### src/rtl/srp_pkg.sv
package srp_pkg;
  localparam int unsigned RES_W = 18;

  typedef enum logic [1:0] {
    DIV_C0 = 2'd0,
    DIV_C1 = 2'd1,
    DIV_C2 = 2'd2,
    DIV_C3 = 2'd3
  } div_code_e;
endpackage

### src/rtl/srp_master_clk.sv
module srp_master_clk #(
  parameter int unsigned WORD_W = 18,
  parameter int unsigned CW     = 5
) (
  input  logic          clk_i,
  input  logic          rst_ni,
  input  logic          start_i,
  input  logic [CW-1:0] half_i,
  output logic          sclk_o,
  output logic          frame_o,
  output logic          shift_o,
  output logic          done_o
);
  localparam int unsigned HALVES = 2 * WORD_W;
  localparam int unsigned EW     = $clog2(HALVES + 1);

  logic [CW-1:0] hc_q, half_q;
  logic [EW-1:0] ec_q;
  logic          sclk_q, frame_q, expire;

  assign expire  = frame_q && (hc_q == half_q - CW'(1));
  assign done_o  = expire && (ec_q == EW'(HALVES));
  // rising raw edge, except the first, advances the word
  assign shift_o = expire && !done_o && !sclk_q && (ec_q != '0);
  assign sclk_o  = sclk_q;
  assign frame_o = frame_q;

  always_ff @(posedge clk_i or negedge rst_ni) begin
    if (!rst_ni) begin
      hc_q    <= '0;
      half_q  <= CW'(1);
      ec_q    <= '0;
      sclk_q  <= 1'b0;
      frame_q <= 1'b0;
    end else if (start_i && !frame_q) begin
      hc_q    <= '0;
      half_q  <= half_i;
      ec_q    <= '0;
      sclk_q  <= 1'b0;
      frame_q <= 1'b1;
    end else if (frame_q) begin
      if (expire) begin
        hc_q <= '0;
        if (done_o) begin
          frame_q <= 1'b0;
        end else begin
          ec_q   <= ec_q + EW'(1);
          sclk_q <= ~sclk_q;
        end
      end else begin
        hc_q <= hc_q + CW'(1);
      end
    end
  end


  shift_in_frame_chk: assert property (@(posedge clk_i) disable iff (!rst_ni)
    shift_o |-> frame_o);

  idle_low_chk: assert property (@(posedge clk_i) disable iff (!rst_ni)
    !frame_q |-> !sclk_q);

  frame_ends_chk: assert property (@(posedge clk_i) disable iff (!rst_ni)
    done_o |=> !frame_o);
endmodule

### src/rtl/srp_slave_edge.sv
module srp_slave_edge #(
  parameter int unsigned WORD_W = 18
) (
  input  logic clk_i,
  input  logic rst_ni,
  input  logic en_i,
  input  logic cs_ni,
  input  logic sclk_i,
  input  logic inv_i,
  input  logic clr_i,
  output logic upd_o,
  output logic in_prog_o
);
  localparam int unsigned SCW = $clog2(WORD_W + 2);

  logic           s1_q, s2_q, s3_q;
  logic [SCW-1:0] cnt_q;

  assign upd_o     = en_i && !cs_ni && (s2_q ^ inv_i) && !(s3_q ^ inv_i);
  assign in_prog_o = (cnt_q != '0) && (cnt_q < SCW'(WORD_W));

  always_ff @(posedge clk_i or negedge rst_ni) begin
    if (!rst_ni) begin
      s1_q  <= 1'b0;
      s2_q  <= 1'b0;
      s3_q  <= 1'b0;
      cnt_q <= '0;
    end else begin
      s1_q <= sclk_i;
      s2_q <= s1_q;
      s3_q <= s2_q;
      if (clr_i)                    cnt_q <= '0;
      else if (upd_o && ~&cnt_q)    cnt_q <= cnt_q + SCW'(1);
    end
  end


  cs_gate_chk: assert property (@(posedge clk_i) disable iff (!rst_ni)
    cs_ni |=> $stable(cnt_q) || cnt_q == '0);
endmodule

### src/rtl/serial_result_port.sv
module serial_result_port #(
  parameter int unsigned WORD_W    = srp_pkg::RES_W,
  parameter int unsigned HALF_DIV0 = 3,
  parameter int unsigned HALF_DIV1 = 8,
  parameter int unsigned HALF_DIV2 = 15,
  parameter int unsigned HALF_DIV3 = 30
) (
  input  logic              clk_i,
  input  logic              rst_ni,
  input  logic              conv_start_i,
  input  logic              conv_done_i,
  input  logic [WORD_W-1:0] result_i,
  input  logic              slave_mode_i,
  input  logic              sync_inv_i,
  input  logic              sclk_inv_i,
  input  logic              rd_during_i,
  input  logic [1:0]        div_sel_i,
  input  logic              cs_ni,
  input  logic              sclk_i,
  input  logic              sdin_i,
  output logic              sclk_o,
  output logic              sclk_oe_o,
  output logic              sync_o,
  output logic              sync_oe_o,
  output logic              sdout_o,
  output logic              sdout_oe_o,
  output logic              busy_o,
  output logic              rd_err_o
);
  import srp_pkg::*;

  localparam int unsigned CW = $clog2(HALF_DIV3 + 1);

  logic [WORD_W-1:0] sreg_q, res_q;
  logic [CW-1:0]     half;
  logic              busy_q, rac_frame_q, rd_err_q;
  logic              m_rac, m_rdc, m_start, m_sclk, m_frame, m_shift, m_done;
  logic              s_upd, s_in_prog, load_new;
  div_code_e         code;

  assign m_rac    = !slave_mode_i && !rd_during_i;
  assign m_rdc    = !slave_mode_i && rd_during_i;
  assign m_start  = (m_rac && conv_done_i) || (m_rdc && conv_start_i);
  assign load_new = conv_done_i && (slave_mode_i || !rd_during_i);
  assign code     = m_rdc ? DIV_C0 : div_code_e'(div_sel_i);

  always_comb begin
    case (code)
      DIV_C0:  half = CW'(HALF_DIV0);
      DIV_C1:  half = CW'(HALF_DIV1);
      DIV_C2:  half = CW'(HALF_DIV2);
      default: half = CW'(HALF_DIV3);
    endcase
  end

  srp_master_clk #(.WORD_W(WORD_W), .CW(CW)) u_mclk (
    .clk_i   (clk_i),
    .rst_ni  (rst_ni),
    .start_i (m_start),
    .half_i  (half),
    .sclk_o  (m_sclk),
    .frame_o (m_frame),
    .shift_o (m_shift),
    .done_o  (m_done)
  );

  srp_slave_edge #(.WORD_W(WORD_W)) u_sedge (
    .clk_i     (clk_i),
    .rst_ni    (rst_ni),
    .en_i      (slave_mode_i),
    .cs_ni     (cs_ni),
    .sclk_i    (sclk_i),
    .inv_i     (sclk_inv_i),
    .clr_i     (conv_done_i),
    .upd_o     (s_upd),
    .in_prog_o (s_in_prog)
  );

  always_ff @(posedge clk_i or negedge rst_ni) begin
    if (!rst_ni) begin
      sreg_q      <= '0;
      res_q       <= '0;
      busy_q      <= 1'b0;
      rac_frame_q <= 1'b0;
      rd_err_q    <= 1'b0;
    end else begin
      if (conv_done_i) res_q <= result_i;

      if (load_new)                       sreg_q <= result_i;
      else if (m_rdc && conv_start_i && !m_frame) sreg_q <= res_q;
      else if (m_shift)                   sreg_q <= {sreg_q[WORD_W-2:0], 1'b0};
      else if (s_upd)                     sreg_q <= {sreg_q[WORD_W-2:0], sdin_i};

      if (m_start && !m_frame) rac_frame_q <= m_rac;

      if (conv_start_i)                    busy_q <= 1'b1;
      else if (conv_done_i && !m_rac)      busy_q <= 1'b0;
      else if (m_done && rac_frame_q)      busy_q <= 1'b0;

      rd_err_q <= conv_done_i && slave_mode_i && s_in_prog;
    end
  end

  assign sclk_o     = m_sclk ^ sclk_inv_i;
  assign sync_o     = m_frame ^ sync_inv_i;
  assign sdout_o    = sreg_q[WORD_W-1];
  assign sclk_oe_o  = !cs_ni && !slave_mode_i;
  assign sync_oe_o  = !cs_ni && !slave_mode_i;
  assign sdout_oe_o = !cs_ni;
  assign busy_o     = busy_q;
  assign rd_err_o   = rd_err_q;


  rac_busy_hold_chk: assert property (@(posedge clk_i) disable iff (!rst_ni)
    (m_frame && rac_frame_q) |-> busy_q);

  err_single_chk: assert property (@(posedge clk_i) disable iff (!rst_ni)
    rd_err_q |=> !rd_err_q);

  chain_in_chk: assert property (@(posedge clk_i) disable iff (!rst_ni)
    (s_upd && !conv_done_i) |=> sreg_q[0] == $past(sdin_i));
endmodule

### config.mk
export PLATFORM = sky130hd
export DESIGN_NAME = serial_result_port
export DESIGN_NICKNAME = d
export VERILOG_FILES = /design/src/rtl/srp_pkg.sv /design/src/rtl/srp_master_clk.sv /design/src/rtl/srp_slave_edge.sv /design/src/rtl/serial_result_port.sv
export SDC_FILE = /design/constraint.sdc
export NUM_CORES = 1
export LEC_CHECK = 0
export CAP_MARGIN = 40
export CORE_UTILIZATION = 25
export DETAILED_ROUTE_END_ITERATION = 7
export GPL_TIMING_DRIVEN = 0
export PLACE_DENSITY_LB_ADDON = 0.15
export SLEW_MARGIN = 0
export SYNTH_ARGS = -nofsm -noshare
export SYNTH_HDL_FRONTEND = slang
export SYNTH_HIERARCHICAL = 1
export SYNTH_SLANG_ARGS = --single-unit
### constraint.sdc
create_clock -name clk_i -period 5.9 [get_ports clk_i]
set_input_delay 0.59 -clock clk_i [delete_from_list [all_inputs] [get_ports clk_i]]
set_output_delay 0.59 -clock clk_i [all_outputs]
set_load 0.005 [all_outputs]
==> flow_summary_export.csv, run 1 <==
group,metric,value,unit
synthesis,yosys.area.top_type_share,45.8,%
sta,min_period,3120,ps
grt,grt_first_pass_wirelength,13300,um
cts,clk_pin_slew,60,ps
route,ant_nets,0,
sta,max_freq,320,MHz
critical_path,reg2reg_slack,2780,ps
pwr,power,1.79,mW
synthesis,async_flop_share,100,%
sta,rsz0062_at_grt,"false",
sta,hold_viol_final,0,
critical_path,reg2reg_depth,10,
cts,cts.root.buffer_cell,"clkbuf_16",
route,viasPerCell,4.52,
synthesis,netlist_instances,309,
synthesis,ys_seq_area_share,46.5,%
cts,htreeDepth,3,
final_layout,multi_input_area,0.00166,sq mm
placed_design,io_buffers,38,
grt,grt_pass1_vias,2521,
critical_path,r2r_start,"u_mclk/half_q[0]$_DFFE_PN1P_",
final_layout,stdcell_count,540,
synthesis,syn_area,0.00350,sq mm
placed_design,dp.cells,524,
final_layout,drive_above_1_share,19.2,%
final_layout,nets,397,
critical_path,rr_endpoint,"sreg_q[14]$_DFFE_PN0P_",
route,drt_iter0_drc,70,
final_layout,final_area,0.00444,sq mm
critical_path,start_kind,"flop",
cts,clkLatencyLatePin,330,ps
synthesis,synth_flop_cell,"dfrtp_1",
grt,grt-ovfl-total,0,
die,initial_core_util,26.0,%
sta,fin_skew,6.03,ps
critical_path,cp_max_fo,10,
cts,postCtsSetupBuffers,0,
route,dr_total_vias,2443,
synthesis,syn_nets,347,
die,num_rows,42,
critical_path,cpMaxStageDelayCell,"nor4_4",
placed_design,gp_congestion,0.721,
sta,final_max_slew_viol_count,0,
placed_design,place_area,0.00412,sq mm
grt,grtUsageTotal,12.1,%
final_layout,nFillCells,1396,
route,wl_per_cell,14.5,um
synthesis,synth.avg_cell_area,11.3,sq um
sta,slew_headroom,55.6,%
grt,grt_max_degree,36,
synthesis,synth_area_leaders,"dfrtp_1, mux2i_1, mux2_2",
cts,clock-sinks,65,
critical_path,cp_cell_sequence,"inv_1, ha_1, nor3b_2, xnor2_1, nor4_4, and2_1, nor2_1, a22oi_2, buf_4, a211oi_1",
route,drtPass1Iterations,4,
status,outcome,"finished clean",
die,coreArea,0.0135,sq mm
worst_hold_path,hp-class,"input port to asynchronous set/reset pin",
final_layout,num_antenna_cells,0,
cts,cts_buffer_depth,2,
grt,antenna_found_initial,0,
cts,cts_tree,"done",
sta,post-route-period-util,52.9,%
die,die_h,120,um
cts,post_cts_resized,0,
placed_design,dpl.hpwl,5450,um
final_layout,area_growth,26.9,%
synthesis,synth-seq-cells,65,
pwr,pwr_density_cell,404,mW/mm^2
route,drc,0,
sta,setup-tns-final,0,ps
sta,setup_viol,0,
final_layout,final_common_cell,"dfrtp_1",
critical_path,worst_ep_required_time,6100,ps
final_layout,layout_common_cells,"dfrtp_1, clkdlybuf4s50_1, inv_1",
critical_path,worst-setup-path-type,"flop to flop",
critical_path,slowest_delay,560,ps
synthesis,ys_types,54,
final_layout,seq_area,0.00163,sq mm
sta,worstMarginPinSlew,666,ps
die,die_x,120,um
pwr,ir_worst_vdd,0.124,mV
run,maxCapViolations,0,
cts,numCtsBuffers,9,
synthesis,synth_edf_count,0,
critical_path,worstPathArrival,3330,ps
die,dieArea,0.0145,sq mm
route,wl,7840,um
critical_path,end_kind,"flop",
synthesis,synth_top_cell_by_area,"dfrtp_1",
cts,cts_hold_buffers,0,
die,io_pins,39,
pwr,p_leak,2.07,nW
synthesis,ys_warn_count,6,
## critical path: cells and delay by family (launching register included)
family	cells	cell delay, ps
buffers and inverters	2	370
AND/OR/NAND/NOR	4	1070
flip-flops	1	550
adder cells (fa/ha/maj)	1	220
AO/OA/AOI/OAI	2	560
XOR/XNOR	1	210
## cell usage after synthesis (6+ instances only)
master    number
nand2_1       22
a221oi_1       7
mux2i_1       26
xnor2_1        8
o21ai_0        6
dfrtp_1       64
nor3_1        19
a221oi_2      10
inv_1         27
mux2_2        18
nor2_1        13
ha_1           7
## where the power goes
group / internal [mW] / switching (mW)
clock: 0.394 / 0.189
combinational: 0.272 / 0.282
sequential: 0.561 / 0.0966
## registers in the layout (all words and copies together) (netlist names), 5 cells and up
signal         count
sreg_q            18
u_mclk/ec_q        6
u_mclk/half_q      5
u_sedge/cnt_q      5
u_mclk/hc_q        5
res_q             18
## cell families (layout without fill, tap and decap cells)
family / Yosys count / after routing / share of synthesized area [%]
simple gates: 92 / 92 / 15.7
flops: 65 / 65 / 46.5
compound gates: 45 / 45 / 12.3
mux: 45 / 45 / 13.7
buf+inv: 42 / 97 / 6.11
xor+xnor: 13 / 13 / 3.25
fa+ha+maj: 7 / 7 / 2.50
## cell type report
type	count	share of cell area, %
clock buffer	14	5.94
inverter	27	2.28
buffer	15	2.54
timing repair buffer	39	8.96
tap	176	4.96
clock inverter	2	1.35
multi-input combinational	202	37.3
sequential	65	36.6
## worst max-delay path by stage
| stage | from | end | slack [ps] | cells past startpoint |
|---|---|---|---|---|
| detailed placement | conv_done_i | u_mclk/ec_q[1]$_DFFE_PN0P_ | 2460 | 9 |
| global placement | rst_ni | sreg_q[11]$_DFFE_PN0P_ | 1780 | 1 |
| global route | conv_done_i | u_mclk/ec_q[1]$_DFFE_PN0P_ | 2540 | 9 |
| floorplan | u_mclk/half_q[0]$_DFFE_PN1P_ | sreg_q[14]$_DFFE_PN0P_ | 3230 | 10 |
| finish | u_mclk/half_q[0]$_DFFE_PN1P_ | sreg_q[14]$_DFFE_PN0P_ | 2780 | 10 |
| CTS | u_mclk/half_q[0]$_DFFE_PN1P_ | sreg_q[14]$_DFFE_PN0P_ | 2680 | 10 |
## routing by layer
metal  up-vias  share of wire (%)  global-route usage (%)
li1       1202                  -                       -
met1      1202                 50                    16.2
met2        29                 45                    18.7
met3        10                2.8                    2.55
met4         0                1.7                    5.79
met5         -                  0                       0
## per-stage QoR
stage | hold slack (ps) | setup WS (ps) | utilization (%)
6_report | 203 | 2780 | 33.0
5_1_grt | 233 | 2540 | 33.0
4_1_cts | 216 | 2680 | 33.0
3_5_place_dp | 337 | 2460 | 30.6
3_3_place_gp | 337 | 1780 | 30.5
2_1_floorplan | 294 | 3230 | -
(Power assumes the default switching activity.)
==> run 2: changes to the inputs <==
- clock period: 5.9 -> 2.6 ns (I/O delays scaled with it)
==> run 2 against run 1 <==
Wire length up 0.59%. Die area is the same. Design area rose by 2.4%. Sequential cell count is the same. Critical path depth increased by 1. Global-route usage about the same. Total power rose by 140%. Highest routed layer unchanged.
==> flow_summary_export.csv, run 2 (synthesis results as in run 1) <==
group,metric,value,unit
critical_path,worst-setup-path-type,"flop to flop",
placed_design,dp_slack,-544,ps
grt,antenna_found_initial,0,
cts,cts_tree,"done",
final_layout,final_area,0.00455,sq mm
die,io_pins,39,
sta,slew_headroom,53.8,%
pwr,ir_worst_vdd,0.449,mV
die,initial_core_util,26.0,%
sta,rsz0062_at_grt,"true",
sta,hold_viol_final,0,
die,num_rows,42,
grt,grt-ovfl-total,0,
final_layout,largestRegisters,"res_q x18, sreg_q x18, u_mclk/ec_q x6",
cts,cts_buffer_depth,2,
sta,final_max_slew_viol_count,0,
critical_path,crit_family,"simple AND/OR/NAND/NOR gates",
route,ant_nets,0,
critical_path,worst_ep_required_time,2840,ps
sta,setup-tns-final,0,ps
cts,cts.root.buffer_cell,"clkbuf_16",
grt,grt_first_pass_wirelength,13200,um
die,die_x,120,um
final_layout,area_growth,30.0,%
placed_design,io_buffers,38,
pwr,p_leak,2.12,nW
status,outcome,"finished clean",
sta,worstMarginPinSlew,693,ps
cts,clk_pin_slew,60,ps
sta,max_freq,397,MHz
sta,post-route-period-util,97.0,%
cts,numCtsBuffers,9,
final_layout,final_util,33.8,%
die,die_h,120,um
critical_path,cp_cell_sequence,"inv_2, ha_4, xor2_2, nand3_2, nor4_4, and2_4, nor2_2, o211a_1, buf_6, buf_12, a221oi_2",
run,maxCapViolations,0,
route,wl_per_cell,14.5,um
route,drt_iter0_drc,98,
critical_path,worstPathArrival,2760,ps
placed_design,dpl.hpwl,5300,um
sta,fin_ws,78.4,ps
cts,htreeDepth,3,
grt,grt_max_degree,52,
final_layout,drive_above_1_share,22.8,%
route,dr_total_vias,2457,
cts,clock-sinks,65,
grt,grtUsageTotal,12.2,%
critical_path,start_kind,"flop",
route,viasPerCell,4.51,
die,dieArea,0.0145,sq mm
grt,grt_pass1_vias,2486,
sta,setup_viol,0,
critical_path,cp_max_fo,10,
critical_path,cpMaxStageDelayCell,"dfstp_2",
final_layout,final_common_cell,"dfrtp_1",
die,coreArea,0.0135,sq mm
final_layout,layout_common_cells,"dfrtp_1, clkdlybuf4s50_1, mux2i_1, inv_1, nand2_1",
sta,min_period,2520,ps
final_layout,nFillCells,1416,
pwr,pwr_density_cell,935,mW/mm^2
route,drc,0,
route,drtPass1Iterations,4,
final_layout,num_antenna_cells,0,
placed_design,place_area,0.00415,sq mm
route,wl,7890,um
placed_design,gp_congestion,0.745,
critical_path,end_kind,"flop",
worst_hold_path,hp-class,"input port to asynchronous set/reset pin",
critical_path,critPathBufInv,3,
sta,fin_skew,6.06,ps
critical_path,slowest_delay,530,ps
cts,clkLatencyLatePin,340,ps
final_layout,nets,402,
-- run 2: cell types whose count changed in the layout (fill, tap and decap cells not counted), sizes merged --
cell         before  now
clkinv            0    2
clkbuf           20   17
buf              11   15
dlygate4sd3       0    1
bufinv            2    3
-- run 2: worst paths after layout --
path                            depth (start not counted)                         start                            to  slack, ps
worst max-delay path                                   11  u_mclk/half_q[0]$_DFFE_PN1P_        sreg_q[11]$_DFFE_PN0P_         80
worst min-delay path                                    2                        rst_ni  u_sedge/cnt_q[2]$_DFFE_PN0P_        330
worst max register to register                         11  u_mclk/half_q[0]$_DFFE_PN1P_        sreg_q[11]$_DFFE_PN0P_         80
worst min register to register                          0        u_sedge/s1_q$_DFF_PN0_        u_sedge/s2_q$_DFF_PN0_        360
max in group asynchronous                               3                        rst_ni  u_mclk/half_q[0]$_DFFE_PN1P_       1700
min in group clk_i                                      1                        sclk_i        u_sedge/s1_q$_DFF_PN0_        360
-- run 2: repair_timing --
item | 4_1_cts | 5_1_grt
buffers inserted | 3 | 1
gates resized for setup | 1 | 4
pin swaps | 2 | 7
endpoints found under the hold margin | 14 | 0
setup endpoints to repair | 21 | 13
hold buffers | 1 | 0
-- run 2: cell type report --
| cell class | instances | area (sq um) | area share, % |
|---|---|---|---|
| Buffer | 15 | 123 | 2.70 |
| Inverter | 27 | 101 | 2.23 |
| Multi-Input combinational cell | 202 | 1700 | 37.3 |
| Timing Repair Buffer | 44 | 445 | 9.79 |
| Sequential cell | 65 | 1630 | 35.8 |
| Tap cell | 176 | 220 | 4.84 |
| Clock inverter | 5 | 104 | 2.28 |
| Clock buffer | 11 | 233 | 5.12 |
-- run 2: through the flow --
| step | power, mW | hold WS, ps | std cells |
|---|---|---|---|
| finish | 4.25 | 329 | 545 |
| floorplan | 2.47 | -35.6 | 309 |
| detailed placement | 2.82 | 149 | 524 |
| CTS | 4.26 | 323 | 544 |
| global placement | 2.79 | 333 | 523 |
| global route | 4.51 | 350 | 545 |
-- run 2: per-layer routing --
layer  GRT usage (%)  vias up  part of all wire, %  routed length (um)
li1                -     1211                    -                   -
met2            19.0       34                   47                3730
met3            3.82       12                  3.6                 287
met1            15.2     1200                   47                3690
met4            5.79        0                  2.2                 176
met5               0        -                    0                   0
-- run 2: power by group --
part           switching, mW  internal, mW  total, mW
Clock                  0.452         0.937       1.39
Combinational          0.675         0.699       1.37
Sequential             0.216          1.27       1.49
